## src/rtl/etr_pkg.sv

```systemverilog
package etr_pkg;
  localparam int DW = 32;
  localparam int CNT_W = 64;
  localparam int AW = 10;
  localparam int IW = 5;
  localparam int SLOT_LG = 5;
  localparam logic [31:0] CAP_BASE = 32'h8086_A001;
  localparam int CAP_CNT_LSB = 8;
  localparam logic [1:0] CFG_WMASK = 2'b11;

  localparam logic [AW-1:0] OFF_CAPLO = 10'h000;
  localparam logic [AW-1:0] OFF_CAPHI = 10'h004;
  localparam logic [AW-1:0] OFF_CFGLO = 10'h010;
  localparam logic [AW-1:0] OFF_CFGHI = 10'h014;
  localparam logic [AW-1:0] OFF_STAT  = 10'h020;
  localparam logic [AW-1:0] OFF_CNTLO = 10'h0F0;
  localparam logic [AW-1:0] OFF_CNTHI = 10'h0F4;
  localparam logic [AW-1:0] CH_BASE   = 10'h100;

  typedef enum logic [2:0] {
    SRC_ZERO, SRC_CAPLO, SRC_CAPHI, SRC_CFG, SRC_STAT, SRC_CNTLO, SRC_CNTHI, SRC_CHAN
  } rdSrc_e;

  typedef struct packed {
    logic   rdEn;
    rdSrc_e rdSrc;
    logic   wrCfg;
    logic   wrStat;
    logic   wrCntLo;
    logic   wrCntHi;
  } regStb_t;
endpackage

```

## src/rtl/etr_ctrl.sv

```systemverilog
module etr_ctrl
  import etr_pkg::*;
#(
  parameter int NCH = 3
) (
  input  logic             clk,
  input  logic             rst,
  input  logic             req,
  input  logic             we,
  input  logic [AW-1:0]    addr,
  output regStb_t          stb,
  output logic [NCH-1:0]   chSel,
  output logic [IW-1:0]    chIdx
);
  logic          aligned;
  logic          inChan;
  logic          idxOk;
  logic          chanHit;
  logic [AW-1:0] rel;

  assign aligned = (addr[1:0] == 2'b00);
  assign inChan  = (addr >= CH_BASE);
  assign rel     = addr - CH_BASE;
  assign chIdx   = rel[AW-1:SLOT_LG];
  assign idxOk   = (32'(chIdx) < NCH);
  assign chanHit = req && aligned && inChan && idxOk;

  for (genvar i = 0; i < NCH; i++) begin : g_sel
    assign chSel[i] = chanHit && (chIdx == IW'(i));
  end

  always_comb begin
    stb       = '0;
    stb.rdSrc = SRC_ZERO;
    stb.rdEn  = req && !we;
    if (chanHit) begin
      stb.rdSrc = SRC_CHAN;
    end else if (req && aligned && !inChan) begin
      unique case (addr)
        OFF_CAPLO: stb.rdSrc = SRC_CAPLO;
        OFF_CAPHI: stb.rdSrc = SRC_CAPHI;
        OFF_CFGLO: begin
          stb.rdSrc = SRC_CFG;
          stb.wrCfg = we;
        end
        OFF_STAT: begin
          stb.rdSrc  = SRC_STAT;
          stb.wrStat = we;
        end
        OFF_CNTLO: begin
          stb.rdSrc   = SRC_CNTLO;
          stb.wrCntLo = we;
        end
        OFF_CNTHI: begin
          stb.rdSrc   = SRC_CNTHI;
          stb.wrCntHi = we;
        end
        default: stb.rdSrc = SRC_ZERO;
      endcase
    end
  end

  p_sel_onehot_r10: assert property (@(posedge clk) disable iff (rst)
    $onehot0(chSel));
  p_misaligned_quiet_r12: assert property (@(posedge clk) disable iff (rst)
    (req && addr[1:0] != 2'b00) |-> (chSel == '0 && !stb.wrCfg && !stb.wrStat
                                     && !stb.wrCntLo && !stb.wrCntHi));
endmodule

```

## src/rtl/etr_dpath.sv

```systemverilog
module etr_dpath
  import etr_pkg::*;
#(
  parameter int          NCH       = 3,
  parameter logic [31:0] PERIOD_FS = 32'd10_000_000
) (
  input  logic               clk,
  input  logic               rst,
  input  regStb_t            stb,
  input  logic [IW-1:0]      chIdx,
  input  logic [DW-1:0]      wdata,
  input  logic               tick,
  input  logic [NCH-1:0]     chIrqSet,
  input  logic [NCH-1:0]     chCmpAllOnes,
  input  logic [NCH*DW-1:0]  chRdataBus,
  output logic [DW-1:0]      rdata,
  output logic               rvalid,
  output logic               cfgEnable,
  output logic               cfgAltRoute,
  output logic [NCH-1:0]     armPulse,
  output logic [NCH-1:0]     irqClear
);
  localparam logic [31:0] CAP_LO = CAP_BASE | (32'(NCH - 1) << CAP_CNT_LSB);

  logic [CNT_W-1:0] cnt;
  logic [1:0]       cfgQ;
  logic [NCH-1:0]   isr;
  logic [1:0]       cfgNew;
  logic             enRise;
  logic             enFall;
  logic [NCH-1:0]   w1c;
  logic [DW-1:0]    chanWord;
  logic [DW-1:0]    rdMux;

  assign cfgEnable   = cfgQ[0];
  assign cfgAltRoute = cfgQ[1];
  assign cfgNew      = wdata[1:0] & CFG_WMASK;
  assign enRise      = stb.wrCfg && cfgNew[0] && !cfgQ[0];
  assign enFall      = stb.wrCfg && !cfgNew[0] && cfgQ[0];
  assign w1c         = stb.wrStat ? wdata[NCH-1:0] : '0;

  always_comb begin
    chanWord = '0;
    for (int i = 0; i < NCH; i++) begin
      if (chIdx == IW'(i)) chanWord = chRdataBus[i*DW +: DW];
    end
  end

  always_comb begin
    unique case (stb.rdSrc)
      SRC_CAPLO: rdMux = CAP_LO;
      SRC_CAPHI: rdMux = PERIOD_FS;
      SRC_CFG:   rdMux = {30'b0, cfgQ};
      SRC_STAT:  rdMux = DW'(isr);
      SRC_CNTLO: rdMux = cnt[31:0];
      SRC_CNTHI: rdMux = cnt[CNT_W-1:32];
      SRC_CHAN:  rdMux = chanWord;
      default:   rdMux = '0;
    endcase
  end

  always_ff @(posedge clk) begin
    if (rst) begin
      cnt      <= '0;
      cfgQ     <= '0;
      isr      <= '0;
      armPulse <= '0;
      irqClear <= '0;
      rdata    <= '0;
      rvalid   <= 1'b0;
    end else begin
      rvalid <= stb.rdEn;
      if (stb.rdEn) rdata <= rdMux;
      if (stb.wrCfg) cfgQ <= cfgNew;

      if (stb.wrCntLo)      cnt[31:0]       <= wdata;
      else if (stb.wrCntHi) cnt[CNT_W-1:32] <= wdata;
      else if (cfgQ[0] && tick) cnt <= cnt + 1'b1;

      if (enFall) isr <= '0;
      else        isr <= (isr & ~w1c) | (cfgQ[0] ? chIrqSet : '0);

      irqClear <= enFall ? '1 : (w1c & isr);
      armPulse <= enRise ? ~chCmpAllOnes : '0;
    end
  end

  p_count_step_r5: assert property (@(posedge clk) disable iff (rst)
    (cfgQ[0] && tick && !stb.wrCntLo && !stb.wrCntHi) |=> (cnt == $past(cnt) + 1'b1));
  p_count_hold_r5: assert property (@(posedge clk) disable iff (rst)
    (!cfgQ[0] && !stb.wrCntLo && !stb.wrCntHi) |=> $stable(cnt));
  p_arm_on_rise_r8: assert property (@(posedge clk) disable iff (rst)
    (armPulse != '0) |-> (cfgQ[0] && !$past(cfgQ[0])));
  p_withdraw_on_fall_r9: assert property (@(posedge clk) disable iff (rst)
    $fell(cfgQ[0]) |-> (isr == '0 && irqClear == '1));
  p_clear_only_set_r7: assert property (@(posedge clk) disable iff (rst)
    (cfgQ[0] && irqClear != '0) |-> ((irqClear & ~$past(isr)) == '0));
endmodule

```

## src/rtl/evt_timer_regs.sv

```systemverilog
module evt_timer_regs
  import etr_pkg::*;
#(
  parameter int          CHANNELS  = 3,
  parameter logic [31:0] PERIOD_FS = 32'd10_000_000,
  localparam int         NCH = (CHANNELS < 3) ? 3 : ((CHANNELS > 32) ? 32 : CHANNELS)
) (
  input  logic              clk,
  input  logic              rst,
  input  logic              req,
  input  logic              we,
  input  logic [9:0]        addr,
  input  logic [31:0]       wdata,
  output logic [31:0]       rdata,
  output logic              rvalid,
  input  logic              tick,
  output logic              chWe,
  output logic [NCH-1:0]    chSel,
  output logic [2:0]        chWord,
  output logic [31:0]       chWdata,
  input  logic [NCH*32-1:0] chRdataBus,
  input  logic [NCH-1:0]    chCmpAllOnes,
  input  logic [NCH-1:0]    chIrqSet,
  output logic [NCH-1:0]    armPulse,
  output logic [NCH-1:0]    irqClear,
  output logic              cfgEnable,
  output logic              cfgAltRoute
);
  regStb_t       stb;
  logic [IW-1:0] chIdx;

  etr_ctrl #(.NCH(NCH)) u_ctrl (
    .clk(clk), .rst(rst), .req(req), .we(we), .addr(addr),
    .stb(stb), .chSel(chSel), .chIdx(chIdx)
  );

  etr_dpath #(.NCH(NCH), .PERIOD_FS(PERIOD_FS)) u_dpath (
    .clk(clk), .rst(rst), .stb(stb), .chIdx(chIdx), .wdata(wdata), .tick(tick),
    .chIrqSet(chIrqSet), .chCmpAllOnes(chCmpAllOnes), .chRdataBus(chRdataBus),
    .rdata(rdata), .rvalid(rvalid), .cfgEnable(cfgEnable), .cfgAltRoute(cfgAltRoute),
    .armPulse(armPulse), .irqClear(irqClear)
  );

  assign chWe    = req && we && (chSel != '0);
  assign chWord  = addr[4:2];
  assign chWdata = wdata;

  p_read_latency_r2: assert property (@(posedge clk) disable iff (rst)
    (req && !we) |=> rvalid);
  p_no_spurious_valid_r2: assert property (@(posedge clk) disable iff (rst)
    !(req && !we) |=> !rvalid);
endmodule

```

## config.mk

```make
export PLATFORM = sky130hd
export DESIGN_NAME = evt_timer_regs
export DESIGN_NICKNAME = d
export VERILOG_FILES = /design/src/rtl/etr_pkg.sv /design/src/rtl/etr_ctrl.sv /design/src/rtl/etr_dpath.sv /design/src/rtl/evt_timer_regs.sv
export SDC_FILE = /design/constraint.sdc
export NUM_CORES = 1
export LEC_CHECK = 0
export BUFFER_PORTS_ARGS = -buffer_cell sky130_fd_sc_hd__buf_2
export CORE_AREA = 2 2 135 137
export DETAILED_ROUTE_END_ITERATION = 16
export DIE_AREA = 0 0 137 139
export GPL_ROUTABILITY_DRIVEN = 0
export PLACE_DENSITY_LB_ADDON = 0.1
export SYNTH_ARGS = -nofsm -noshare
export SYNTH_HDL_FRONTEND = slang
export SYNTH_SLANG_ARGS = --single-unit
```

## constraint.sdc

```tcl
create_clock -name clk -period 2.35 [get_ports clk]
set_clock_uncertainty 0.1 [all_clocks]
set_input_delay 0.1175 -clock clk [delete_from_list [all_inputs] [get_ports clk]]
set_output_delay 0.1175 -clock clk [all_outputs]
set_load 0.1 [all_outputs]
```

==> results of run 1 <==
## registers in the layout, summed over array words and instances, names as in the netlist
register and count:
u_dpath.cnt 64, u_dpath.rvalid 1, u_dpath.armPulse 3, u_dpath.rdata 32, u_dpath.irqClear 3, u_dpath.isr 3
u_dpath.cfgQ 2
## metrics by stage
| stage | power (mW) | instance area (um2) | worst slack [ns] |
|---|---|---|---|
| floorplan | 2.39 | 6920 | -0.0710 |
| global placement | 2.61 | 8900 | -0.0671 |
| detailed placement | 2.62 | 8900 | -0.0860 |
| CTS | 4.18 | 9630 | 0.00530 |
| global route | 4.29 | 9680 | -0.0275 |
| finish | 4.15 | 9680 | 0.105 |
## area by class of cell
class,instances,area [um2],share of cell area
clock buffer,9,225,0.0233
clock inverter,7,60.1,0.00620
inverter,7,26.3,0.00271
multi-input combinational,654,4290,0.443
sequential,108,2170,0.224
tap,229,287,0.0296
timing repair buffer,401,2620,0.271
## layer usage
| metal | vias up | part of all wire |
|---|---|---|
| met1 | 3671 | 0.46 |
| met4 | 0 | 0.017 |
| met2 | 305 | 0.45 |
| met3 | 26 | 0.077 |
| li1 | 3826 | - |
| met5 | - | 0 |
## power by group through the flow
stage          clock [mW]  combinational (mW)  sequential, mW
3_3_place_gp            0               0.731            1.88
5_1_grt              1.61               0.838            1.84
2_1_floorplan           0               0.456            1.93
4_1_cts              1.55               0.790            1.84
6_report             1.52               0.794            1.84
3_5_place_dp            0               0.733            1.88
## cell usage in the layout (no fill, tap or decap), types with 3 or more instances in the layout
cell type	n
xnor2_1	12
a21oi_1	27
nor3_1	18
and2_1	7
nor4_4	4
a32oi_1	5
nor4_1	5
nand4_1	26
xor2_1	31
a311oi_1	3
o21ai_0	65
or3_1	9
mux2_2	10
mux2i_1	25
dlygate4sd3_1	43
or4_1	4
dfxtp_1	103
nand3_1	41
or2_2	4
a22oi_1	44
ha_1	3
nor2_1	78
nand2_1	72
buf_2	224
o211ai_1	4
o21bai_1	4
nor2b_1	3
clkinvlp_4	3
a221oi_1	4
dfxtp_2	4
buf_4	128
and4_1	8
and3_1	18
a31oi_1	11
inv_1	7
a22o_1	14
clkbuf_16	9
buf_12	5
a211oi_1	45
o21a_1	8
## cells by family after synthesis
group,after synthesis,synth area share
AO/OA/AOI/OAI,248,0.249
XOR/XNOR,43,0.0546
adder cells (fa/ha/maj),3,0.00545
buffers and inverters,100,0.0764
flip-flops,108,0.314
multiplexers,35,0.0526
AND/OR/NAND/NOR,325,0.248
## cells in the mapped netlist (4+ instances only)
cell type	instances	area (um2)
nor4_1	7	43.8
and3_1	19	119
mux2i_1	25	250
dfxtp_1	108	2160
buf_4	37	278
nand3_1	41	205
buf_2	10	50.1
a22oi_1	44	330
nor2_1	81	304
a211oi_1	45	338
xnor2_1	12	105
xor2_1	31	272
and2_1	8	50.1
inv_1	7	26.3
o211ai_1	4	30.0
a32oi_1	5	43.8
mux2_2	10	113
a22o_1	14	123
o21ai_0	65	325
nor3_1	20	100
or2_2	4	25.0
or4_1	6	45.0
o21bai_1	4	30.0
a221oi_1	4	35.0
nand2_1	73	274
nand4_1	26	163
a21oi_1	27	135
a31oi_1	11	68.8
clkbuf_1	43	161
or3_1	10	62.6
and4_1	9	78.8
o21a_1	8	60.1
## timing repair
item                                    in CTS  in global routing
hold buffers                                43                  0
endpoints found under the setup margin       6                 16
pin swaps                                    1                  2
gates resized for setup                      0                 15
hold endpoints to repair                    63                  0
setup buffers                                2                  0
## worst max path at each step
stage                            to  cells past startpoint
floorplan           u_dpath.cnt[62]                      7
CTS                 u_dpath.cnt[57]                      6
global placement    u_dpath.cnt[58]                      6
global route        u_dpath.cnt[57]                      6
detailed placement  u_dpath.cnt[52]                      6
finish              u_dpath.cnt[60]                      8
## critical path: cells and delay by family, from the launching register on
kind	cells	cell delay, ns
buffers and inverters	2	0.40
DFF	1	0.40
AOI/OAI and AO/OA	1	0.24
and+or+nand+nor	4	0.84
xor gates and xnor gates	1	0.20
==> out/results.tsv, run 1 <==
metric	value	unit
overflow	0	
met3_usage	0.0413	
grt-busiest-layer	met2	
grt_pass1_wl	41000	um
grt_max_degree	37	
r2r_start	u_dpath.cnt[15]	
fin_crit_sh	0.955	
htreeDepth	3	
cts_buffers	9	
switchingPower	1.33	mW
final_core_util	0.548	
die_x	137	um
antenna_found_initial	0	
crit_fanout	7	
grt_use_met1	0.399	
start_util	0.390	
wl_per_cell	19.4	um
crit_type	register to register	
wl	27400	um
p_comb_frac	0.191	
p_per_area	429	mW/mm2
hold_violations	0	
cts_root_buf	clkbuf_16	
rr_worst_depth	8	
placed_cells	1354	
rrSetupSlack	0.10	ns
drv_cap	0	
stdcell_count	1415	
num_io_pins	229	
status	finished, final reports clean	
max_stage_delay	0.40	ns
use_met2	0.439	
end_kind	register	
hold_slack	0.00259	ns
path_common_cell	buf_4	
diodes	0	
crit_start	u_dpath.cnt[15]	
synthArstFlopShare	0	
rsz0062_at_grt	yes	
routed-via-count	7828	
vdd_ir_drop_max	0.332	mV
clkTransAtPathRegs	0.08	ns
p_leak	4.05	nW
core_area	0.0177	mm2
ys_ff_latch	108	
setup_tns	0	ns
p_seq_frac	0.443	
track_usage	0.281	
drcViolationCount	0	
cts.sinks	108	
hpwlAfterDp	21300	um
power.share.clock	0.366	
drive_above_1_share	0.357	
hold_depth	5	
io_buffer_count	228	
ys.warnings.count	0	
synthesis.nets	1014	
drtAntennaViolNets	0	
worstMarginPinSlew	0.589	ns
min_to	u_dpath.rdata[27]	
setup_viol	0	
cp_data_arrival_time	2.43	ns
synth_cell_types	63	
maxSlewViolCount	0	
synth_area_per_cell	8.00	um2
area_growth	40.4	%
cts_tree	yes	
crit_slowest_cell	dfxtp_2	
r2r_end	u_dpath.cnt[60]	
rows	49	
viasPerCell	5.53	
dieArea	0.0190	mm2
fillCellCount	1682	
period_needed	2.25	ns
first_pass_iters	5	
internal_power	2.82	mW
die_y	139	um
synth-edff-count	0	
fin_nets	1333	
clock_latency	0.37	ns
grt_pass1_vias	7285	
path_cells	and3_1, nand4_4, buf_4, nor4_2, buf_4, nand4_1, xor2_1, a211oi_1	
critPathLaunchType	register	
clk_path_buf_depth	2	
syn_area	0.00689	mm2
switching_share	0.320	
min-delay-start	chRdataBus[91]	
initialDrtViolationCount	596	
synthCells	862	
synth_flop_cell	dfxtp_1	
maxSlewHeadroom	0.605	
fmax	445	MHz
critical_path_required	2.53	ns
yosysSeqAreaShare	0.314	
hold_class	input pin to register	
(Power assumes the default switching activity.)
==> run 2: changes to the inputs <==
--- a/config.mk
+++ b/config.mk
@@ -6,11 +6,13 @@
 export NUM_CORES = 1
 export LEC_CHECK = 0
 export BUFFER_PORTS_ARGS = -buffer_cell sky130_fd_sc_hd__buf_2
-export CORE_AREA = 2 2 135 137
+export CELL_PAD_IN_SITES_DETAIL_PLACEMENT = 1
+export CELL_PAD_IN_SITES_GLOBAL_PLACEMENT = 2
+export CORE_AREA = 2 2 166 168
 export DETAILED_ROUTE_END_ITERATION = 16
-export DIE_AREA = 0 0 137 139
+export DIE_AREA = 0 0 168 170
 export GPL_ROUTABILITY_DRIVEN = 0
-export PLACE_DENSITY_LB_ADDON = 0.1
+export PLACE_DENSITY = 0.86
 export SYNTH_ARGS = -nofsm -noshare
 export SYNTH_HDL_FRONTEND = slang
 export SYNTH_SLANG_ARGS = --single-unit
==> out/results.tsv, run 2 (synthesized netlist as in run 1, its figures left out) <==
metric	value	unit	change
first_pass_iters	5		unchanged
rsz0062_at_grt	yes		
period_needed	2.40	ns	+0.152 ns
grt_pass1_vias	8174		+12%
rr_worst_depth	7		-1
cp_data_arrival_time	2.59	ns	+0.16 ns
end_kind	register		
top_register	u_dpath.cnt		
track_usage	0.216		-0.0647
area_growth	42.3	%	
core_area	0.0267	mm2	+51%
final_area	0.00981	mm2	+1.4%
switchingPower	1.34	mW	+0.65%
hold_slack	0.00290	ns	+0.000315 ns
drtAntennaViolNets	0		unchanged
hold_class	input pin to register		
cts.sinks	108		unchanged
grt_pass1_wl	47800	um	+16%
clkTransAtPathRegs	0.08	ns	about the same
fmax	417	MHz	-6.4%
maxSlewViolCount	0		unchanged
r2r_start	u_dpath.cnt[18]		
io_buffer_count	228		unchanged
maxSlewHeadroom	0.463		-0.141
dieArea	0.0286	mm2	+50%
power.share.clock	0.363		-0.003
clk_path_buf_depth	2		unchanged
hpwlAfterDp	24700	um	+16%
status	complete, but fails checks		
switching_share	0.322		+0.00153
violations	negative setup slack		
fin_crit_sh	1.02		+0.0648
num_io_pins	229		unchanged
wl	31400	um	+15%
diodes	0		unchanged
viasPerCell	5.32		-3.8%
cts_buffers	9		unchanged
p_per_area	424	mW/mm2	-1.2%
fin_nets	1334		+0.075%
die_y	170	um	+22%
critPathLaunchType	register		
r2r_end	u_dpath.cnt[60]		
hold_depth	3		-2
drive_above_1_share	0.349		-0.00788
initialDrtViolationCount	435		-27%
placed_cell_area	0.00910	mm2	+2.3%
critical_path_required	2.54	ns	about the same
grt_max_degree	61		+65%
die_x	168	um	+23%
final_common_cell	buf_2		
final_cell_mix	buf_2, buf_4, dfxtp_1, nor2_1, nand2_1		
cts_tree	yes		
internal_power	2.82	mW	about the same
drv_cap	0		unchanged
hold_violations	0		unchanged
post-cts-setup-buffers	0		-2
worstMarginPinSlew	0.798	ns	+0.209 ns
antenna_found_initial	1		+1
cts_root_buf	clkbuf_16		
vdd_ir_drop_max	0.329	mV	-0.73%
crit_type	register to register		
p_seq_frac	0.442		about the same
min_to	u_dpath.irqClear[0]		
setup_ws	-0.0477	ns	-0.152 ns
wl_per_cell	20.5	um	+6.0%
top_regs	u_dpath.cnt (64), u_dpath.rdata (32)		
min-delay-start	wdata[0]		
htreeDepth	3		unchanged
setup_viol	2		+2
setup_tns	-0.0855	ns	-0.0855 ns
fillCellCount	3234		+92%
final_core_util	0.368		-0.180
routed-via-count	8130		+3.9%
p_comb_frac	0.195		+0.004
overflow	0		unchanged
dpl_worst_slack	-0.132	ns	-0.0463 ns
largest_reg_flops	64		unchanged
crit_start	u_dpath.cnt[18]		
rows	60		+22%
start_util	0.259		-0.132
rrSetupSlack	-0.05	ns	-0.15 ns
p_leak	4.03	nW	-0.60%
drcViolationCount	0		unchanged
clock_latency	0.37	ns	about the same
crit_fanout	7		unchanged
==> run 2: cell types whose count changed in the layout (fill, tap and decap cells not counted), moves of 2 or more <==
cell and change:
dfxtp_1 +4, nor4_4 -2, or4_4 -2, nor4_2 +2, or4_1 +2, dfxtp_2 -4
buf_12 +3
==> run 2: layout make-up <==
class / count / area (um2) / share of cell area
Multi-Input combinational cell: 654 / 4250 / 0.433
Clock inverter: 6 / 48.8 / 0.00497
Timing Repair Buffer: 402 / 2660 / 0.271
Sequential cell: 108 / 2170 / 0.221
Tap cell: 341 / 427 / 0.0435
Clock buffer: 10 / 229 / 0.0233
Inverter: 7 / 26.3 / 0.00268
==> run 2: critical path, cell delays in order, from the launching register on <==
cell	delay [ns]
dfxtp_1	0.34
and4_1	0.26
nand4_1	0.24
buf_4	0.22
nor4_2	0.53
nand4_1	0.23
xor2_1	0.19
a211oi_1	0.21
==> run 2: worst max-delay path by stage <==
stage | endpoint | slack, ns | cells past startpoint
3_3_place_gp | u_dpath.cnt[7] | -0.07 | 7
5_1_grt | u_dpath.cnt[60] | -0.27 | 7
4_1_cts | u_dpath.cnt[19] | -0.007 | 5
2_1_floorplan | u_dpath.cnt[62] | -0.07 | 7
6_report | u_dpath.cnt[60] | -0.05 | 7
3_5_place_dp | u_dpath.cnt[13] | -0.13 | 7
==> run 2: timing repair <==
item,4_1_cts,5_1_grt
setup endpoints to repair,2,29
hold buffers,42,0
resized for setup,0,4
endpoints found under the hold margin,51,0
==> run 2: metal layers <==
metal | GRT usage | vias to the layer above | share of wire
met2 | 0.359 | 323 | 0.46
met1 | 0.280 | 3933 | 0.44
met5 | 0 | - | 0.00041
li1 | - | 3825 | -
met3 | 0.0453 | 47 | 0.076
met4 | 0.0715 | 2 | 0.023
==> run 2: metrics by stage <==
stage	std cells	total power [mW]
after floorplan	862	2.39
after global placement	1470	2.63
after detailed placement	1470	2.64
after CTS	1528	4.18
after global routing	1528	4.29
final	1528	4.16
==> run 2: power groups by stage <==
stage	combinational (mW)	sequential, mW	clock (mW)
detailed placement	0.754	1.88	0
global placement	0.747	1.88	0
CTS	0.811	1.84	1.53
finish	0.811	1.84	1.51
floorplan	0.456	1.93	0
global route	0.859	1.84	1.59
